File: src/rtl/txsq_pkg.sv
package txsq_pkg;
  typedef enum logic [1:0] {
    ST_IDLE    = 2'd0,
    ST_QUALIFY = 2'd1,
    ST_ACTIVE  = 2'd2,
    ST_REJECT  = 2'd3
  } txsq_state_e;

  function automatic int ns_to_cyc(input int ns, input int mhz);
    return (ns * mhz + 999) / 1000;
  endfunction
endpackage

File: src/rtl/txsq_ctr.sv
module txsq_ctr #(
  parameter int W = 8
) (
  input  logic         clk,
  input  logic         rst_n,
  input  logic         clr,
  input  logic         inc,
  output logic [W-1:0] cnt
);
  logic [W-1:0] cnt_nxt;

  always_comb begin
    cnt_nxt = cnt;
    if (clr)      cnt_nxt = '0;
    else if (inc) cnt_nxt = cnt + W'(1);
  end

  always_ff @(posedge clk or negedge rst_n) begin
    if (!rst_n)          cnt <= '0;
    else if (clr || inc) cnt <= cnt_nxt;
  end
endmodule

File: src/rtl/txsq_fsm.sv
module txsq_fsm
  import txsq_pkg::*;
#(
  parameter int QUAL_CYC = 2,
  parameter int IDL_CYC  = 18,
  parameter int REJ_CYC  = 80,
  parameter int TW       = 7,
  parameter int HW       = 5
) (
  input  logic          clk,
  input  logic          rst_n,
  input  logic          sq_exc,
  input  logic          dat,
  input  logic          dc_ok,
  input  logic [TW-1:0] tmr,
  input  logic [HW-1:0] hrun,
  output logic          tmr_clr,
  output logic          tmr_inc,
  output logic          hrun_clr,
  output logic          hrun_inc,
  output logic          active
);
  localparam logic [TW-1:0] QUAL_LAST = TW'(QUAL_CYC - 2);
  localparam logic [TW-1:0] REJ_LAST  = TW'(REJ_CYC - 1);
  localparam logic [HW-1:0] IDL_LAST  = HW'(IDL_CYC - 1);

  txsq_state_e state, state_nxt;
  logic        idl_hit;

  assign idl_hit = dat && (hrun == IDL_LAST);

  always_comb begin
    state_nxt = state;
    case (state)
      ST_IDLE:    if (sq_exc) state_nxt = ST_QUALIFY;
      ST_QUALIFY: begin
        if (!sq_exc)               state_nxt = ST_IDLE;
        else if (tmr == QUAL_LAST) state_nxt = ST_ACTIVE;
      end
      ST_ACTIVE: begin
        if (idl_hit)     state_nxt = ST_REJECT;
        else if (!dc_ok) state_nxt = ST_IDLE;
      end
      ST_REJECT:  if (tmr == REJ_LAST) state_nxt = ST_IDLE;
      default:    state_nxt = ST_IDLE;
    endcase
  end

  always_comb begin
    tmr_clr  = (state_nxt != state);
    tmr_inc  = !tmr_clr && (state != ST_IDLE);
    hrun_clr = !((state == ST_ACTIVE) && dat) || (state_nxt != ST_ACTIVE);
    hrun_inc = !hrun_clr;
  end

  always_ff @(posedge clk or negedge rst_n) begin
    if (!rst_n) state <= ST_IDLE;
    else        state <= state_nxt;
  end

  assign active = (state == ST_ACTIVE);
endmodule

File: src/rtl/txsq_outgate.sv
module txsq_outgate (
  input  logic active,
  input  logic dat,
  output logic en_o,
  output logic dat_o
);
  always_comb begin
    en_o  = active;
    dat_o = active ? dat : 1'b1;
  end
endmodule

File: src/rtl/tx_squelch_gate.sv
module tx_squelch_gate
  import txsq_pkg::*;
#(
  parameter int CLK_MHZ = 100,
  parameter int QUAL_NS = 17,
  parameter int IDL_NS  = 175,
  parameter int REJ_NS  = 800
) (
  input  logic clk,
  input  logic rst_n,
  input  logic sq_exceed_i,
  input  logic tx_data_i,
  input  logic dc_ok_i,
  output logic tx_en_o,
  output logic tx_data_o
);
  localparam int QUAL_RAW = ns_to_cyc(QUAL_NS, CLK_MHZ);
  localparam int QUAL_CYC = (QUAL_RAW < 2) ? 2 : QUAL_RAW;
  localparam int IDL_RAW  = ns_to_cyc(IDL_NS, CLK_MHZ);
  localparam int IDL_CYC  = (IDL_RAW < 1) ? 1 : IDL_RAW;
  localparam int REJ_RAW  = ns_to_cyc(REJ_NS, CLK_MHZ);
  localparam int REJ_CYC  = (REJ_RAW < 1) ? 1 : REJ_RAW;
  localparam int TMAX     = (QUAL_CYC > REJ_CYC) ? QUAL_CYC : REJ_CYC;
  localparam int TW       = $clog2(TMAX + 1);
  localparam int HW       = $clog2(IDL_CYC + 1);

  logic [TW-1:0] tmr;
  logic [HW-1:0] hrun;
  logic          tmr_clr, tmr_inc, hrun_clr, hrun_inc, active;

  txsq_fsm #(
    .QUAL_CYC(QUAL_CYC), .IDL_CYC(IDL_CYC), .REJ_CYC(REJ_CYC), .TW(TW), .HW(HW)
  ) u_fsm (
    .clk(clk), .rst_n(rst_n), .sq_exc(sq_exceed_i), .dat(tx_data_i), .dc_ok(dc_ok_i),
    .tmr(tmr), .hrun(hrun), .tmr_clr(tmr_clr), .tmr_inc(tmr_inc),
    .hrun_clr(hrun_clr), .hrun_inc(hrun_inc), .active(active)
  );

  txsq_ctr #(.W(TW)) u_tmr (
    .clk(clk), .rst_n(rst_n), .clr(tmr_clr), .inc(tmr_inc), .cnt(tmr)
  );

  txsq_ctr #(.W(HW)) u_hrun (
    .clk(clk), .rst_n(rst_n), .clr(hrun_clr), .inc(hrun_inc), .cnt(hrun)
  );

  txsq_outgate u_gate (
    .active(active), .dat(tx_data_i), .en_o(tx_en_o), .dat_o(tx_data_o)
  );
endmodule

File: config.mk
export PLATFORM = sky130hd
export DESIGN_NAME = tx_squelch_gate
export DESIGN_NICKNAME = d
export VERILOG_FILES = /design/src/rtl/txsq_pkg.sv /design/src/rtl/txsq_ctr.sv /design/src/rtl/txsq_fsm.sv /design/src/rtl/txsq_outgate.sv /design/src/rtl/tx_squelch_gate.sv
export SDC_FILE = /design/constraint.sdc
export NUM_CORES = 1
export LEC_CHECK = 0
export BUFFER_PORTS_ARGS = -buffer_cell sky130_fd_sc_hd__clkbuf_2
export CORE_MARGIN = 4
export CORE_UTILIZATION = 40
export DETAILED_ROUTE_END_ITERATION = 12
export MAX_ROUTING_LAYER = met4
export PLACE_DENSITY_LB_ADDON = 0.15
export SYNTH_ARGS = -nofsm -noshare
export SYNTH_HDL_FRONTEND = slang
export SYNTH_HIERARCHICAL = 1
export SYNTH_SLANG_ARGS = --single-unit
File: constraint.sdc
create_clock -name clk -period 5.1 [get_ports clk]
set_input_delay 0.51 -clock clk [delete_from_list [all_inputs] [get_ports clk]]
set_output_delay 0.51 -clock clk [all_outputs]
set_load 0.01 [all_outputs]
==> results of run 1 <==
==> through the flow <==
stage	setup slack (ps)	cell area [um^2]	total power (uW)
floorplan	3100	833	114
finish	2880	911	196
global placement	2900	875	118
detailed placement	2880	875	118
global route	2690	911	207
CTS	2850	911	202
==> synthesized netlist by cell type, drive strengths merged, types with 2 or more instances <==
| library cell | number | area [um^2] |
|---|---|---|
| dfrtp | 14 | 350 |
| nor2 | 10 | 40.0 |
| nand2 | 7 | 26.3 |
| nand4 | 6 | 52.6 |
| a21oi | 4 | 20.0 |
| buf | 3 | 22.5 |
| nor2b | 3 | 18.8 |
| xor2 | 3 | 26.3 |
| ha | 2 | 25.0 |
| mux2 | 2 | 26.3 |
| mux2i | 2 | 20.0 |
| nand2b | 2 | 12.5 |
| nand3 | 2 | 10.0 |
| o21ai | 2 | 10.0 |
| or3 | 2 | 12.5 |
| xnor2 | 2 | 17.5 |
==> cells by family (layout without fill, tap and decap cells) <==
kind of cell	after synthesis	in the layout	synth area share, %
compound gates	13	13	11.1
xor+xnor	5	5	5.26
fa+ha+maj	2	2	3.00
buf+inv	4	11	3.15
flops	14	14	42.0
mux	4	4	5.56
simple gates	39	39	29.9
==> critical path, stage by stage, from the launching register on <==
cell	delay, ps
dfrtp_1	400
nor2b_1	390
nand2_1	150
o21bai_1	530
nand4_4	170
or3_1	360
a21oi_1	140
==> layout by cell type, fill, tap and decap left out, types with 3 or more instances in the layout <==
cell type / count
dfrtp_1: 14
a21oi_1: 4
nand2_1: 7
clkbuf_2: 6
nor2b_1: 3
clkbuf_4: 3
xor2_1: 3
nor2_1: 9
nand4_1: 5
==> power breakdown <==
| group | internal, uW | switching (uW) |
|---|---|---|
| logic | 1.43 | 3.37 |
| clock network | 43.4 | 36.9 |
| registers | 111 | 0 |
| total | 156 | 40.3 |
==> flip-flops by register name (all words and copies together), names as in the netlist <==
name and count:
u_fsm/state 2, u_hrun/cnt 5, u_tmr/cnt 7
==> layout make-up <==
cell class                      instances  area (um^2)
Fill cell                             206         1050
Multi-Input combinational cell         63          457
Sequential cell                        14          350
Clock buffer                            4         36.3
Tap cell                               27         33.8
Timing Repair Buffer                    6         30.0
Inverter                                1         3.75
==> layer usage <==
layer	vias to the layer above	global-route usage [%]	wire length (um)
met4	0	7.66	8
met5	-	-	0
met2	10	18.2	643
met3	2	4.43	57
li1	307	-	-
met1	293	16.5	694
==> worst max path at each step <==
| stage | start | to | slack (ps) | depth (start not counted) |
|---|---|---|---|---|
| floorplan | u_tmr/cnt[0]$_DFFE_PN0P_ | u_tmr/cnt[4]$_DFFE_PN0P_ | 3100 | 8 |
| global placement | u_tmr/cnt[0]$_DFFE_PN0P_ | u_tmr/cnt[4]$_DFFE_PN0P_ | 2900 | 7 |
| detailed placement | u_fsm/state[1]$_DFF_PN0_ | u_tmr/cnt[5]$_DFFE_PN0P_ | 2880 | 6 |
| CTS | u_fsm/state[1]$_DFF_PN0_ | u_tmr/cnt[5]$_DFFE_PN0P_ | 2850 | 6 |
| global route | u_fsm/state[1]$_DFF_PN0_ | u_tmr/cnt[5]$_DFFE_PN0P_ | 2690 | 6 |
| finish | u_fsm/state[1]$_DFF_PN0_ | u_tmr/cnt[5]$_DFFE_PN0P_ | 2880 | 6 |
==> results.sh, run 1 <==
export IMPL_status="finished, final reports clean"
export IMPL_rows=16
export IMPL_ys_flop_type="dfrtp_1"
export IMPL_max_freq_mhz=451
export IMPL_post_route_period_util_pct=43.5
export IMPL_synthCells=81
export IMPL_synthDistinctLibCells=35
export IMPL_wire_per_inst_um=12.2
export IMPL_cts_root_buf="clkbuf_4"
export IMPL_syn_avg_cell_area_um2=10.3
export IMPL_power_density_nw_per_um2=215
export IMPL_maxSlewViolCount=0
export IMPL_antenna_found_initial=0
export IMPL_via_count=612
export IMPL_dr_pass1_iters=4
export IMPL_crit_type="reg2reg"
export IMPL_skew_ps=1.22
export IMPL_clock_latency_ps=280
export IMPL_grt_max_degree=15
export IMPL_utilization_pct=46.4
export IMPL_hpwl_um=1080
export IMPL_slew_limit_headroom_pct=57.9
export IMPL_synth_seq_area_share_pct=42.0
export IMPL_rr_endpoint="u_tmr/cnt[5]$_DFFE_PN0P_"
export IMPL_crit_path_end_kind="flop"
export IMPL_syn_to_final_growth_pct=9.31
export IMPL_nets=96
export IMPL_cts_tree="done"
export IMPL_layout_drive_gt1_share_pct=18.2
export IMPL_grt_pass1_vias=583
export IMPL_path_clk_slew_ps=90
export IMPL_ir_drop_mv=0.0796
export IMPL_p_leak_uw=0.000352
export IMPL_die_h_um=53.6
export IMPL_holdWs_ps=125
export IMPL_async_flop_share_pct=100
export IMPL_drcViolationCount=0
export IMPL_cts_setup_buffers=0
export IMPL_routabilityCongestion=0.799
export IMPL_rsz0062_at_grt="no"
export IMPL_n_antenna_cell=0
export IMPL_r2r_start="u_fsm/state[1]$_DFF_PN0_"
export IMPL_grt_usage_pct=13.1
export IMPL_port_buffers=6
export IMPL_die_area_um2=2880
export IMPL_hold_class="in2async"
export IMPL_yosys_warnings=6
export IMPL_final_hold_violation_count=0
export IMPL_die_w_um=53.6
export IMPL_cts_resized_gates=0
export IMPL_clock_path_buffers=2
export IMPL_htreeDepth=1
export IMPL_cp_data_arrival_time_ps=2420
export IMPL_drtIter0Drc=9
export IMPL_drtAntennaViolNets=0
export IMPL_finalWirelength_um=1400
export IMPL_initial_utilization_pct=42.5
export IMPL_drv_cap=0
export IMPL_ys_ff_latch=14
export IMPL_finalCriticalPeriod_ps=2220
export IMPL_io_pins=7
export IMPL_numCtsBuffers=3
export IMPL_setup_viol=0
export IMPL_reg2reg_depth=6
export IMPL_grt_overflow=0
export IMPL_setup_worst_path_start_class="flop"
export IMPL_cts_hold_buf=0
export IMPL_r2r_slack_ps=2880
export IMPL_synth_edf_count=0
export IMPL_worstMarginPinSlew_ps=630
export IMPL_fin_cells=115
export IMPL_core_area_um2=1960
export IMPL_dp_cells=111
export IMPL_synth_fp_nets=88
export IMPL_avgViaCountPerCell=5.32
export IMPL_crit_required_ps=5310
export IMPL_grt_pass1_wl_um=2570
export IMPL_crit_fanout=6
export IMPL_synthesis_area_um2=833
export IMPL_clkSinkCount=14
export IMPL_fin_tns_setup_ps=0
No activity file was read; power rests on OpenSTA's default activity.
==> inputs of run 2 (changes only) <==
ABC_AREA = 1   (was default)
clock period = 2.1 ns   (was 5.1 ns; I/O delays follow)
==> results.sh, run 2 <==
export IMPL_status="finished, final reports clean"
export IMPL_final_cell_area_um2=1100
export IMPL_yosys_warnings=6
export IMPL_drv_cap=0
export IMPL_syn_to_final_growth_pct=13.0
export IMPL_synth_most_common_cell="nand2_1"
export IMPL_largest_register="u_tmr/cnt"
export IMPL_synthCells=141
export IMPL_skew_ps=6.19
export IMPL_synthTopCellsByArea="dfrtp_1, nand2_1, inv_1"
export IMPL_largestRegisters="u_tmr/cnt x7, u_hrun/cnt x5, u_fsm/state x2"
export IMPL_layout_drive_gt1_share_pct=24.8
export IMPL_wire_per_inst_um=11.0
export IMPL_grt_usage_pct=13.4
export IMPL_synth_top_area_cell="dfrtp_1"
export IMPL_finalWirelength_um=1990
export IMPL_routabilityCongestion=0.798
export IMPL_drcViolationCount=0
export IMPL_n_antenna_cell=0
export IMPL_cpMaxStageDelayCell="dfrtp_1"
export IMPL_hold_class="in2reg"
export IMPL_setup_viol=0
export IMPL_port_buffers=6
export IMPL_fin_cells=181
export IMPL_critPathMostFrequentCell="nor2_4"
export IMPL_layout_commonest_cell="nand2_1"
export IMPL_crit_fanout=6
export IMPL_grt_max_degree=15
export IMPL_clock_latency_ps=280
export IMPL_p_leak_uw=0.000554
export IMPL_die_area_um2=3280
export IMPL_clock_path_buffers=2
export IMPL_cts_tree="done"
export IMPL_finalCriticalPeriod_ps=1900
export IMPL_synth_top_area_share_pct=36.1
export IMPL_die_h_um=57.3
export IMPL_dpl_cell_area_um2=1040
export IMPL_maxSlewViolCount=0
export IMPL_fin_tns_setup_ps=0
export IMPL_antenna_found_initial=0
export IMPL_largest_reg_flops=7
export IMPL_cp_top_family="simple AND/OR/NAND/NOR gates"
export IMPL_core_area_um2=2250
export IMPL_crit_path_end_kind="flop"
export IMPL_path_cells="nor2_4, nand2_2, nor2_2, a21oi_2, buf_4, nand4_1, nand3_2, nor2_4, nor2_4, nor2_2, nand3_1, nand2_1, nor2_1"
export IMPL_dp_cells=175
export IMPL_worst_path_buf_inv=1
export IMPL_nets=162
export IMPL_via_count=863
export IMPL_rsz0062_at_grt="no"
export IMPL_synthesis_area_um2=971
export IMPL_ys_top_cells_by_count="nand2_1, inv_1, nor2_1, dfrtp_1, nand3_1"
export IMPL_reg2reg_depth=13
export IMPL_io_pins=7
export IMPL_dr_pass1_iters=4
export IMPL_ir_drop_mv=0.657
export IMPL_rows=17
export IMPL_setup_slack_ps=204
export IMPL_crit_cells=13
export IMPL_async_flop_share_pct=100
export IMPL_post_route_period_util_pct=90.3
export IMPL_power_density_nw_per_um2=915
export IMPL_grt_pass1_wl_um=3350
export IMPL_setup_worst_path_start_class="flop"
export IMPL_mostFrequentLayoutCells="nand2_1, inv_1, nor2_1"
export IMPL_grt_overflow=0
export IMPL_ys_flop_type="dfrtp_1"
export IMPL_path_clk_slew_ps=80
export IMPL_cts_root_buf="clkbuf_4"
export IMPL_hpwl_um=1490
export IMPL_synth_edf_count=0
export IMPL_dp_slack_ps=208
export IMPL_drtIter0Drc=28
export IMPL_htreeDepth=1
export IMPL_numCtsBuffers=3
export IMPL_grt_pass1_vias=781
export IMPL_final_hold_violation_count=0
export IMPL_hold_depth=3
export IMPL_ys_ff_latch=14
export IMPL_synth_seq_area_share_pct=36.1
export IMPL_die_w_um=57.3
export IMPL_cp_data_arrival_time_ps=2070
export IMPL_clkSinkCount=14
export IMPL_synth_fp_nets=148
export IMPL_synthDistinctLibCells=20
export IMPL_initial_utilization_pct=43.1
export IMPL_max_stage_delay_ps=470
export IMPL_slew_limit_headroom_pct=75.5
export IMPL_max_freq_mhz=527
export IMPL_worstMarginPinSlew_ps=367
export IMPL_drtAntennaViolNets=0
export IMPL_crit_type="reg2reg"
export IMPL_syn_avg_cell_area_um2=6.89
export IMPL_avgViaCountPerCell=4.77
export IMPL_crit_required_ps=2270
run 2: power by group:
group          internal, uW  switching [uW]
sequential              294            32.5
clock                  66.4            82.5
combinational           173             356
total                   533             471
run 2: layout make-up:
cell class	count	area (um^2)
inverter	25	93.8
fill	242	1160
sequential	14	350
clock buffer	3	22.5
tap	28	35.0
timing repair buffer	10	62.6
multi-input combinational	101	533
run 2: repair_timing:
action,4_1_cts,5_1_grt
gates resized for setup,0,5
hold buffers,1,0
endpoints found under the hold margin,14,0
setup buffers,0,2
endpoints found under the setup margin,0,2
run 2: cells by family (layout without fill, tap and decap cells):
group / count (synthesis) / in the layout / share of synthesized area, %
and+or+nand+nor: 84 / 84 / 41.8
buffers and inverters: 26 / 38 / 10.4
AOI/OAI and AO/OA: 14 / 14 / 8.25
DFF: 14 / 14 / 36.1
adders and majority gates: 2 / 2 / 2.58
xor gates and xnor gates: 1 / 1 / 0.902
run 2: metal layers:
| metal | wire length, um | vias up | global-route usage (%) |
|---|---|---|---|
| met2 | 842 | 11 | 19.2 |
| met5 | 0 | - | - |
| met1 | 1040 | 387 | 18.1 |
| li1 | - | 463 | - |
| met4 | 20 | 0 | 3.97 |
| met3 | 84 | 2 | 4.07 |
run 2: per-stage QoR:
stage | utilization, % | total power [uW] | hold slack, ps
2_1_floorplan | - | 720 | -85.6
3_3_place_gp | 45.9 | 801 | 138
3_5_place_dp | 45.9 | 811 | 142
4_1_cts | 47.4 | 967 | 270
5_1_grt | 48.7 | 1090 | 276
6_report | 48.7 | 1000 | 277
run 2: path summary, 6_finish.rpt:
kind                                       endpoint  slack (ps)                      from
setup reg to reg           u_tmr/cnt[5]$_DFFE_PN0P_         200  u_fsm/state[0]$_DFF_PN0_
hold reg to reg            u_tmr/cnt[1]$_DFFE_PN0P_         570  u_tmr/cnt[1]$_DFFE_PN0P_
hold / removal             u_fsm/state[0]$_DFF_PN0_         280               sq_exceed_i
setup / recovery           u_tmr/cnt[5]$_DFFE_PN0P_         200  u_fsm/state[0]$_DFF_PN0_
max in group asynchronous  u_tmr/cnt[1]$_DFFE_PN0P_        1460                     rst_n
min in group asynchronous  u_fsm/state[0]$_DFF_PN0_         370                     rst_n
run 2: worst reg2reg max path: cells and delay by family (launching register included):
| kind | cells | cell delay (ps) |
|---|---|---|
| and+or+nand+nor | 11 | 1140 |
| buffers and inverters | 1 | 140 |
| DFF | 1 | 470 |
| AOI/OAI and AO/OA | 1 | 50 |
==> inputs of run 3 (changes only) <==
CTS_BUF_LIST = sky130_fd_sc_hd__clkbuf_2   (was default)
CTS_CLUSTER_SIZE = 8   (was default)
==> results.sh, run 3 (synthesis gave the netlist of run 2 again) <==
export IMPL_r2r_slack_ps=270
export IMPL_max_freq_mhz=546
export IMPL_rsz0062_at_grt="no"
export IMPL_dpl_cell_area_um2=1040
export IMPL_routabilityCongestion=0.798
export IMPL_io_pins=7
export IMPL_clock_path_buffers=2
export IMPL_cts_root_buf="clkbuf_2"
export IMPL_r2r_start="u_fsm/state[0]$_DFF_PN0_"
export IMPL_final_hold_violation_count=0
export IMPL_n_fill_cell=248
export IMPL_rr_endpoint="u_tmr/cnt[3]$_DFFE_PN0P_"
export IMPL_finalCriticalPeriod_ps=1830
export IMPL_wl_met1_um=1020
export IMPL_cp_data_arrival_time_ps=2000
export IMPL_crit_path_end_kind="flop"
export IMPL_fin_tns_setup_ps=0
export IMPL_port_buffers=6
export IMPL_clkSinkCount=14
export IMPL_layout_drive_gt1_share_pct=23.8
export IMPL_hpwl_um=1490
export IMPL_mostFrequentLayoutCells="nand2_1, inv_1, nor2_1"
export IMPL_finalWirelength_um=1920
export IMPL_wl_met2_um=785
export IMPL_slew_limit_headroom_pct=75.8
export IMPL_largest_register="u_tmr/cnt"
export IMPL_cts_setup_buffers=0
export IMPL_core_area_um2=2250
export IMPL_avgViaCountPerCell=4.70
export IMPL_via_count=842
export IMPL_grt_pass1_vias=780
export IMPL_clock_latency_ps=270
export IMPL_crit_required_ps=2270
export IMPL_die_h_um=57.3
export IMPL_drcViolationCount=0
export IMPL_power_density_nw_per_um2=889
export IMPL_path_clk_slew_ps=130
export IMPL_numCtsBuffers=3
export IMPL_antenna_found_initial=0
export IMPL_nets=160
export IMPL_p_leak_uw=0.000544
export IMPL_reg2reg_depth=10
export IMPL_utilization_pct=47.7
export IMPL_ir_drop_mv=0.557
export IMPL_fin_total_pwr_uw=955
export IMPL_final_cell_area_um2=1070
export IMPL_grt_pass1_wl_um=3360
export IMPL_dr_pass1_iters=4
export IMPL_die_area_um2=3280
export IMPL_intPower_uw=490
export IMPL_drv_cap=0
export IMPL_grt_overflow=0
export IMPL_switching_share_pct=48.7
export IMPL_hold_class="in2reg"
export IMPL_layout_commonest_cell="nand2_1"
export IMPL_p_seq_share_pct=34.7
export IMPL_setup_viol=0
export IMPL_post_route_period_util_pct=87.2
export IMPL_clockPowerShare_pct=12.8
export IMPL_drtAntennaViolNets=0
export IMPL_syn_to_final_growth_pct=10.7
export IMPL_die_w_um=57.3
export IMPL_n_antenna_cell=0
export IMPL_switchingPower_uw=465
export IMPL_critPathLaunch="u_fsm/state[0]$_DFF_PN0_"
export IMPL_combPwrFrac_pct=52.5
export IMPL_crit_fanout=6
export IMPL_top_layer_used="met4"
export IMPL_initial_utilization_pct=43.1
export IMPL_crit_type="reg2reg"
export IMPL_maxSlewViolCount=0
export IMPL_worstMarginPinSlew_ps=362
export IMPL_cts_tree="done"
export IMPL_largest_reg_flops=7
export IMPL_drtIter0Drc=27
export IMPL_status="finished, final reports clean"
export IMPL_skew_ps=7.95
export IMPL_crit_end="u_tmr/cnt[3]$_DFFE_PN0P_"
export IMPL_grt_max_degree=15
export IMPL_largestRegisters="u_tmr/cnt x7, u_hrun/cnt x5, u_fsm/state x2"
export IMPL_rows=17
export IMPL_setup_worst_path_start_class="flop"
export IMPL_wire_per_inst_um=10.7
export IMPL_htreeDepth=1
export IMPL_grt_usage_pct=13.5
export IMPL_wl_met3_um=100
run 3: changes by cell type in the layout (fill, tap and decap cells not counted):
| cell | change |
|---|---|
| buf_4 | -2 |
| clkbuf_2 | +3 |
| clkbuf_4 | -3 |
run 3: power groups by stage:
stage | clock [uW] | sequential [uW] | combinational [uW]
6_report | 122 | 331 | 502
5_1_grt | 143 | 337 | 568
4_1_cts | 132 | 331 | 478
3_5_place_dp | 0 | 336 | 475
3_3_place_gp | 0 | 334 | 467
2_1_floorplan | 0 | 328 | 392
run 3: routing by layer:
metal / track usage [%] / vias up
met5: - / -
li1: - / 459
met1: 18.1 / 367
met2: 19.2 / 14
met3: 4.75 / 2
met4: 3.97 / 0
run 3: stage by stage:
stage               worst slack (ps)  cells  hold slack (ps)
finish                           268    179              277
global route                    37.6    179              248
CTS                              169    179              253
detailed placement               208    175              142
global placement                 164    175              138
floorplan                        397    141            -85.6
run 3: worst min-delay path by stage:
stage	start	to	cells after the start	slack, ps
floorplan	rst_n	u_fsm/state[0]$_DFF_PN0_	0	-90
global placement	rst_n	u_hrun/cnt[3]$_DFFE_PN0P_	1	140
detailed placement	rst_n	u_hrun/cnt[3]$_DFFE_PN0P_	1	140
CTS	sq_exceed_i	u_fsm/state[0]$_DFF_PN0_	3	250
global route	sq_exceed_i	u_fsm/state[0]$_DFF_PN0_	3	250
finish	sq_exceed_i	u_fsm/state[0]$_DFF_PN0_	3	280
run 3: critical path, stage by stage, from the launching register on:
cell and delay (ps):
dfrtp_1 490, nor2_4 220, nand4_1 140, nand4_2 150, nand2_1 80, nand3_2 130, nor2_4 60, nor2_4 160
inv_2 90, a21oi_1 150, nor2_1 60
run 3: what timing repair did:
action / in CTS / in global routing
hold buffers: 1 / 0
resized for setup: 0 / 5
endpoints found under the hold margin: 14 / 0
endpoints found under the setup margin: 0 / 3
run 3: area by class of cell:
type | instances | area [um^2] | share of cell area, %
inverter | 25 | 93.8 | 8.73
sequential | 14 | 350 | 32.6
tap | 28 | 35.0 | 3.26
multi-input combinational | 101 | 533 | 49.6
timing repair buffer | 8 | 47.5 | 4.42
clock buffer | 3 | 15.0 | 1.40
